### src/rtl/bfn_pkg.sv
// Package for the narrowing rounder: rounding-mode codes, operand classes
// and the shared round-up decision. Assumes the mode codes listed in R1.
package bfn_pkg;

    typedef enum logic [2:0] {
        RM_RNE = 3'b000,
        RM_RTZ = 3'b001,
        RM_RDN = 3'b010,
        RM_RUP = 3'b011,
        RM_RMM = 3'b100
    } rmode_e;

    typedef enum logic [1:0] {
        CLS_ZERO   = 2'd0,
        CLS_FINITE = 2'd1,
        CLS_INF    = 2'd2,
        CLS_NAN    = 2'd3
    } cls_e;

    // Map reserved codes onto nearest-even.
    function automatic rmode_e legal_mode(input logic [2:0] code);
        rmode_e m;
        if (code > 3'b100) m = RM_RNE;
        else               m = rmode_e'(code);
        return m;
    endfunction

    // Decide whether the kept magnitude is incremented.
    function automatic logic round_up(input rmode_e m, input logic sgn,
                                      input logic lsb, input logic g,
                                      input logic s);
        logic up;
        case (m)
            RM_RTZ:  up = 1'b0;
            RM_RDN:  up = sgn & (g | s);
            RM_RUP:  up = ~sgn & (g | s);
            RM_RMM:  up = g;
            default: up = g & (s | lsb);
        endcase
        return up;
    endfunction

endpackage

### src/rtl/bfn_unpack.sv
// Splits a source operand into sign, exponent and fraction and classifies it.
// Assumes IEEE-style encoding: all-ones exponent marks infinity or NaN, and
// the fraction MSB distinguishes quiet from signalling NaNs.
module bfn_unpack #(
    parameter int EXP_W    = 8,
    parameter int SRC_FRAC = 23
) (
    input  logic [EXP_W+SRC_FRAC:0] op_i,
    output logic                    sign_o,
    output logic [EXP_W-1:0]        exp_o,
    output logic [SRC_FRAC-1:0]     frac_o,
    output bfn_pkg::cls_e           cls_o,
    output logic                    snan_o
);
    import bfn_pkg::*;

    localparam int SRC_W = 1 + EXP_W + SRC_FRAC;

    // Field extraction.
    always_comb begin
        sign_o = op_i[SRC_W-1];
        exp_o  = op_i[SRC_W-2 -: EXP_W];
        frac_o = op_i[SRC_FRAC-1:0];
    end

    // Operand classification.
    always_comb begin
        snan_o = 1'b0;
        if (&exp_o) begin
            if (|frac_o) begin
                cls_o  = CLS_NAN;
                snan_o = ~frac_o[SRC_FRAC-1];
            end else begin
                cls_o  = CLS_INF;
            end
        end else if (~|exp_o && ~|frac_o) begin
            cls_o = CLS_ZERO;
        end else begin
            cls_o = CLS_FINITE;
        end
    end

endmodule

### src/rtl/bfn_round_core.sv
// Rounds a finite source magnitude to the target fraction width.
// Because both formats share the exponent field, a source subnormal maps
// directly onto the target subnormal grid with no extra shift. Also judges
// tininess after rounding with an unbounded exponent.
// Assumes SRC_FRAC - DST_FRAC >= 3.
module bfn_round_core #(
    parameter int EXP_W    = 8,
    parameter int SRC_FRAC = 23,
    parameter int DST_FRAC = 7
) (
    input  logic                   sign_i,
    input  logic [EXP_W-1:0]       exp_i,
    input  logic [SRC_FRAC-1:0]    frac_i,
    input  bfn_pkg::rmode_e        mode_i,
    output logic [EXP_W+DST_FRAC-1:0] mag_o,
    output logic                   inexact_o,
    output logic                   overflow_o,
    output logic                   tiny_o
);
    import bfn_pkg::*;

    localparam int DROP  = SRC_FRAC - DST_FRAC;
    localparam int MAG_W = EXP_W + DST_FRAC;

    logic [MAG_W-1:0] kept;
    logic             g_b, s_b, up_b;
    logic             ug, us, ulsb, reach_min_norm;

    // Bounded rounding on the target grid.
    always_comb begin
        kept      = {exp_i, frac_i[SRC_FRAC-1 -: DST_FRAC]};
        g_b       = frac_i[DROP-1];
        s_b       = |frac_i[DROP-2:0];
        up_b      = round_up(mode_i, sign_i, kept[0], g_b, s_b);
        mag_o     = kept + MAG_W'(up_b);
        inexact_o = g_b | s_b;
    end

    // Overflow: the carry drives the exponent field to all ones.
    always_comb begin
        overflow_o = &mag_o[MAG_W-1 -: EXP_W];
    end

    // Tininess after rounding with an unbounded exponent: a subnormal source
    // escapes tininess only if it rounds up to the minimum normal at full
    // target precision.
    always_comb begin
        ulsb           = frac_i[DROP-1];
        ug             = frac_i[DROP-2];
        us             = |frac_i[DROP-3:0];
        reach_min_norm = frac_i[SRC_FRAC-1]
                       & (&frac_i[SRC_FRAC-2 -: DST_FRAC])
                       & round_up(mode_i, sign_i, ulsb, ug, us);
        tiny_o         = ~|exp_i & ~reach_min_norm;
    end

endmodule

### src/rtl/bfn_narrow_rounder.sv
// Top of the narrowing rounder. Selects between the special-value paths and
// the rounding core, then registers result and flags (one-cycle latency).
// Assumes a synchronous active-low reset that clears all outputs.
module bfn_narrow_rounder #(
    parameter int EXP_W    = 8,
    parameter int SRC_FRAC = 23,
    parameter int DST_FRAC = 7,
    localparam int SRC_W   = 1 + EXP_W + SRC_FRAC,
    localparam int DST_W   = 1 + EXP_W + DST_FRAC
) (
    input  logic             clk,
    input  logic             rst_n,
    input  logic [SRC_W-1:0] fp32_i,
    input  logic [2:0]       rmode_i,
    output logic [DST_W-1:0] bf16_o,
    output logic             flag_invalid_o,
    output logic             flag_overflow_o,
    output logic             flag_underflow_o,
    output logic             flag_inexact_o
);
    import bfn_pkg::*;

    localparam int MAG_W = EXP_W + DST_FRAC;
    localparam logic [DST_W-1:0] QNAN_C =
        {1'b0, {EXP_W{1'b1}}, 1'b1, {(DST_FRAC-1){1'b0}}};
    localparam logic [MAG_W-1:0] INF_MAG_C = {{EXP_W{1'b1}}, {DST_FRAC{1'b0}}};

    logic                sgn, snan;
    logic [EXP_W-1:0]    expf;
    logic [SRC_FRAC-1:0] frac;
    cls_e                cls;
    rmode_e              mode;
    logic [MAG_W-1:0]    mag;
    logic                nx_c, of_c, tiny_c;
    logic [DST_W-1:0]    res_d;
    logic                nv_d, of_d, uf_d, nx_d;

    bfn_unpack #(.EXP_W(EXP_W), .SRC_FRAC(SRC_FRAC)) unpack_i (
        .op_i   (fp32_i),
        .sign_o (sgn),
        .exp_o  (expf),
        .frac_o (frac),
        .cls_o  (cls),
        .snan_o (snan)
    );

    // Resolve the mode code, folding reserved codes onto nearest-even.
    always_comb begin
        mode = legal_mode(rmode_i);
    end

    bfn_round_core #(.EXP_W(EXP_W), .SRC_FRAC(SRC_FRAC), .DST_FRAC(DST_FRAC)) core_i (
        .sign_i     (sgn),
        .exp_i      (expf),
        .frac_i     (frac),
        .mode_i     (mode),
        .mag_o      (mag),
        .inexact_o  (nx_c),
        .overflow_o (of_c),
        .tiny_o     (tiny_c)
    );

    // Choose result and flags by operand class.
    always_comb begin
        res_d = {sgn, mag};
        nv_d  = 1'b0;
        of_d  = 1'b0;
        uf_d  = 1'b0;
        nx_d  = 1'b0;
        case (cls)
            CLS_NAN: begin
                res_d = QNAN_C;
                nv_d  = snan;
            end
            CLS_INF, CLS_ZERO: begin
                res_d = {sgn, expf, frac[SRC_FRAC-1 -: DST_FRAC]};
            end
            default: begin
                of_d = of_c;
                uf_d = tiny_c & nx_c;
                nx_d = nx_c;
            end
        endcase
    end

    // Output register with synchronous active-low reset.
    always_ff @(posedge clk) begin
        if (!rst_n) begin
            bf16_o           <= '0;
            flag_invalid_o   <= 1'b0;
            flag_overflow_o  <= 1'b0;
            flag_underflow_o <= 1'b0;
            flag_inexact_o   <= 1'b0;
        end else begin
            bf16_o           <= res_d;
            flag_invalid_o   <= nv_d;
            flag_overflow_o  <= of_d;
            flag_underflow_o <= uf_d;
            flag_inexact_o   <= nx_d;
        end
    end

    AST_UF_NEEDS_NX: assert property (@(posedge clk) disable iff (!rst_n)
        flag_underflow_o |-> flag_inexact_o);
    AST_OF_GIVES_INF: assert property (@(posedge clk) disable iff (!rst_n)
        flag_overflow_o |-> (bf16_o[MAG_W-1:0] == INF_MAG_C && flag_inexact_o));
    AST_INVALID_CANON: assert property (@(posedge clk) disable iff (!rst_n)
        flag_invalid_o |-> (bf16_o == QNAN_C && !flag_inexact_o));
    AST_FLAG_EXCL: assert property (@(posedge clk) disable iff (!rst_n)
        $onehot0({flag_invalid_o, flag_overflow_o, flag_underflow_o}));
    AST_STABLE_IN_OUT: assert property (@(posedge clk) disable iff (!rst_n)
        ($stable(fp32_i) && $stable(rmode_i) && $past(rst_n)) |=> $stable(bf16_o));

endmodule

### config.mk
export PLATFORM = sky130hd
export DESIGN_NAME = bfn_narrow_rounder
export DESIGN_NICKNAME = d
export VERILOG_FILES = /design/src/rtl/bfn_pkg.sv /design/src/rtl/bfn_unpack.sv /design/src/rtl/bfn_round_core.sv /design/src/rtl/bfn_narrow_rounder.sv
export SDC_FILE = /design/constraint.sdc
export NUM_CORES = 1
export LEC_CHECK = 0
export ABC_CLOCK_PERIOD_IN_PS = 3250
export BUFFER_PORTS_ARGS = -buffer_cell sky130_fd_sc_hd__buf_2
export CAP_MARGIN = 10
export CORE_UTILIZATION = 45
export CTS_CLUSTER_DIAMETER = 30
export DETAILED_ROUTE_END_ITERATION = 8
export PLACE_DENSITY = 0.79
export SETUP_SLACK_MARGIN = 0.4
export SLEW_MARGIN = 20
export SYNTH_ARGS = -nofsm -noshare
export SYNTH_HDL_FRONTEND = slang
export SYNTH_SLANG_ARGS = --single-unit
### constraint.sdc
create_clock -name clk -period 3.25 [get_ports clk]
set_input_delay 0.8125 -clock clk [delete_from_list [all_inputs] [get_ports clk]]
set_output_delay 0.8125 -clock clk [all_outputs]
set_load 0.05 [all_outputs]
==> flow_summary.toml <==
[run_status]
run_status = "completed"

[synthesis]
async_flop_share_pct = 0
synth_edf_count = 0
synthFlopType = "dfxtp_1"
ys_ff_latch = 20
yosys-top-cells-area = "dfxtp_1 35%, xnor2_1 6.1%, xor2_1 4.5%, a21oi_1 4.3%, nor4_1 4.3%"
syn_inst = 135
yosysWarningCount = 0
avgSynthCellArea_um2 = 8.57
synth_top_area_share_pct = 34.6
seq_area_frac_synth_pct = 34.6
post_synth_num_cell_types = 36
syn_nets = 175
syn_area_mm2 = 0.00116
yosysTopAreaCell = "dfxtp_1"

[min_path]
min_path_type = "input port to flip-flop"
hold_start = "fp32_i[30]"
hold_end = "bf16_o[14]"
hold_depth = 2

[cells_and_area]
syn_to_final_growth_pct = 36.2
stdcell_area_mm2 = 0.00158
drive_gt1_share_pct = 40.2
fin_nets = 231
diodes = 0
final_util_pct = 64.2

[critical_path]
cp_data_arrival_time_ns = 3.06
cp_max_fo = 4
critPathRequiredTime_ns = 3.47
worst_setup_path_end_kind = "flip-flop"
worstSetupStartpointType = "input port"
crit_type = "input port to flip-flop"

[drt]
route.antenna.remaining_nets = 0
routedWlPerCell_um = 14.6
drcViolationCount = 0
num_vias = 1264
drt_pass1_iterations = 4
vias_per_cell = 5.77
drt-total-wl_um = 3190
drtIter0Drc = 48

[global_route]
grtUsageTotal_pct = 26.8
grt_max_degree = 11
antenna_found_initial = 0
grt_first_pass_wirelength_um = 5390
grt_pass1_vias = 1175
grt.overflow.total = 0

[timing]
setup_viol = 0
worst_slew_pin_slew_ns = 0.455
hold_slack_ns = 0.765
drv_slew = 0
maxSlewHeadroom_pct = 69.4
finalHoldViolations = 0
period_share_pct = 87.4
max_freq_mhz = 352
rsz0062_at_grt = "yes"
post-route-min-period_ns = 2.84

[clock_tree]
cts_max_level = 1
cts.sinks = 20
cts_tree = "yes"
cts-buffers-inserted = 3
clk_path_buf_depth = 2
root_buffer = "clkbuf_4"
path_clk_slew_ns = 0.12
ctsHoldBuffers = 0

[pwr]
ir_worst_vdd_mv = 0.251
leakage_uw = 0.000644
p_per_area_mw_per_mm2 = 347

[floorplan]
core_region_area_mm2 = 0.00245
dieArea_mm2 = 0.00278
rows = 18
die_y_um = 52.7
start_util_pct = 47.1
die_w_um = 52.7
io_pins = 57

[placed_design]
port_buffers = 56
gp_congestion = 0.939
post_dp_cell_area_mm2 = 0.00150
dp_hpwl_um = 2430

[run]
max-cap-violations = 0
## Yosys cell counts (3+ instances only)
master     n
nor3_1     5
nand4_1    5
ha_1       3
xor2_1     6
dfxtp_1   20
nor2_1     8
or3_1      5
inv_1      3
nand2_1    8
xnor2_1    8
nor3b_1    3
clkbuf_1   3
nor4_1     8
a21oi_1   10
nand3_1    8
## through the flow
step / total power, µW / std cells / setup WS, ns / setup TNS (ns)
5_1_grt: 570 / 219 / 0.197 / 0
4_1_cts: 546 / 219 / 0.399 / 0
3_5_place_dp: 423 / 215 / -0.0233 / -0.0233
3_3_place_gp: 420 / 215 / 0.182 / 0
6_report: 547 / 219 / 0.410 / 0
2_1_floorplan: 366 / 135 / 0.446 / 0
## sequential cells by signal, indices dropped and copies added, names as in the netlist
register,flops
bf16_o,16
flag_inexact_o,1
flag_invalid_o,1
flag_overflow_o,1
flag_underflow_o,1
## timing repair
action / CTS / global route
pin swaps: 2 / 4
resized for setup: 6 / 2
setup endpoints to repair: 1 / 2
buffers inserted: 1 / 0
## metal layers
| metal | wire, µm | track usage, % |
|---|---|---|
| met1 | 1260 | 32.4 |
| met2 | 1630 | 46.0 |
| met3 | 222 | 3.48 |
| met4 | 74 | 12.7 |
| met5 | 0 | 0 |
## cell families (layout without fill, tap and decap cells)
kind of cell,after synthesis,count (layout),share of synthesized area (%)
simple gates,65,65,34.7
compound gates,23,23,12.9
flops,20,20,34.6
xor+xnor,14,14,10.6
buf+inv,10,64,4.00
fa+ha+maj,3,3,3.24
## report_power, final
group	internal (µW)	total (µW)	switching, µW	leakage (µW)
Combinational	52.4	165	112	0.000464
Clock	43.4	122	78.4	0.0000138
Sequential	258	261	2.54	0.000166
Total	354	547	193	0.000644
## how the worst max path moves through the flow
| stage | startpoint | to | slack (ns) | depth (start not counted) |
|---|---|---|---|---|
| 3_5_place_dp | fp32_i[1] | flag_overflow_o | -0.02 | 12 |
| 6_report | fp32_i[1] | flag_overflow_o | 0.41 | 12 |
| 5_1_grt | fp32_i[1] | flag_overflow_o | 0.20 | 12 |
| 2_1_floorplan | fp32_i[1] | flag_overflow_o | 0.45 | 11 |
| 3_3_place_gp | fp32_i[4] | flag_overflow_o | 0.18 | 12 |
| 4_1_cts | fp32_i[1] | flag_overflow_o | 0.40 | 12 |
## cells in the final DEF, fill, tap and decap left out, types with 2 or more instances in the layout
master | netlist | layout
xnor2_1 | 8 | 8
clkbuf_4 | 0 | 3
nor4_4 | 1 | 4
and2_1 | 2 | 2
o21bai_1 | 2 | 2
nor2b_1 | 2 | 2
nor2_1 | 8 | 8
nor4_1 | 8 | 5
nand4_1 | 5 | 5
nor3_1 | 5 | 5
ha_4 | 0 | 2
dfxtp_1 | 20 | 20
and4_1 | 2 | 2
nand3_1 | 8 | 7
or3_1 | 5 | 5
nor3b_1 | 3 | 2
o21a_1 | 2 | 2
a21oi_1 | 10 | 10
buf_2 | 1 | 56
a31oi_1 | 2 | 2
xor2_1 | 6 | 6
nand4b_1 | 2 | 2
nand2_1 | 8 | 7
inv_1 | 3 | 3
and3_1 | 2 | 2
## critical path, cell delays in order
cell       delay [ns]
buf_2            0.12
nor4_4           0.29
nand4_1          0.22
o31ai_2          0.31
o21ai_1          0.10
o21a_1           0.16
ha_4             0.19
nand4_1          0.09
nor3_1           0.06
xnor2_1          0.14
or3_1            0.38
a2111oi_2        0.19
## area by class of cell
type / instances / area, µm²
Multi-Input combinational cell: 105 / 813
Fill cell: 204 / 878
Clock buffer: 3 / 22.5
Tap cell: 30 / 37.5
Sequential cell: 20 / 400
Timing Repair Buffer: 57 / 288
Inverter: 4 / 15.0
Note: power is estimated with default switching activity, not from simulation.
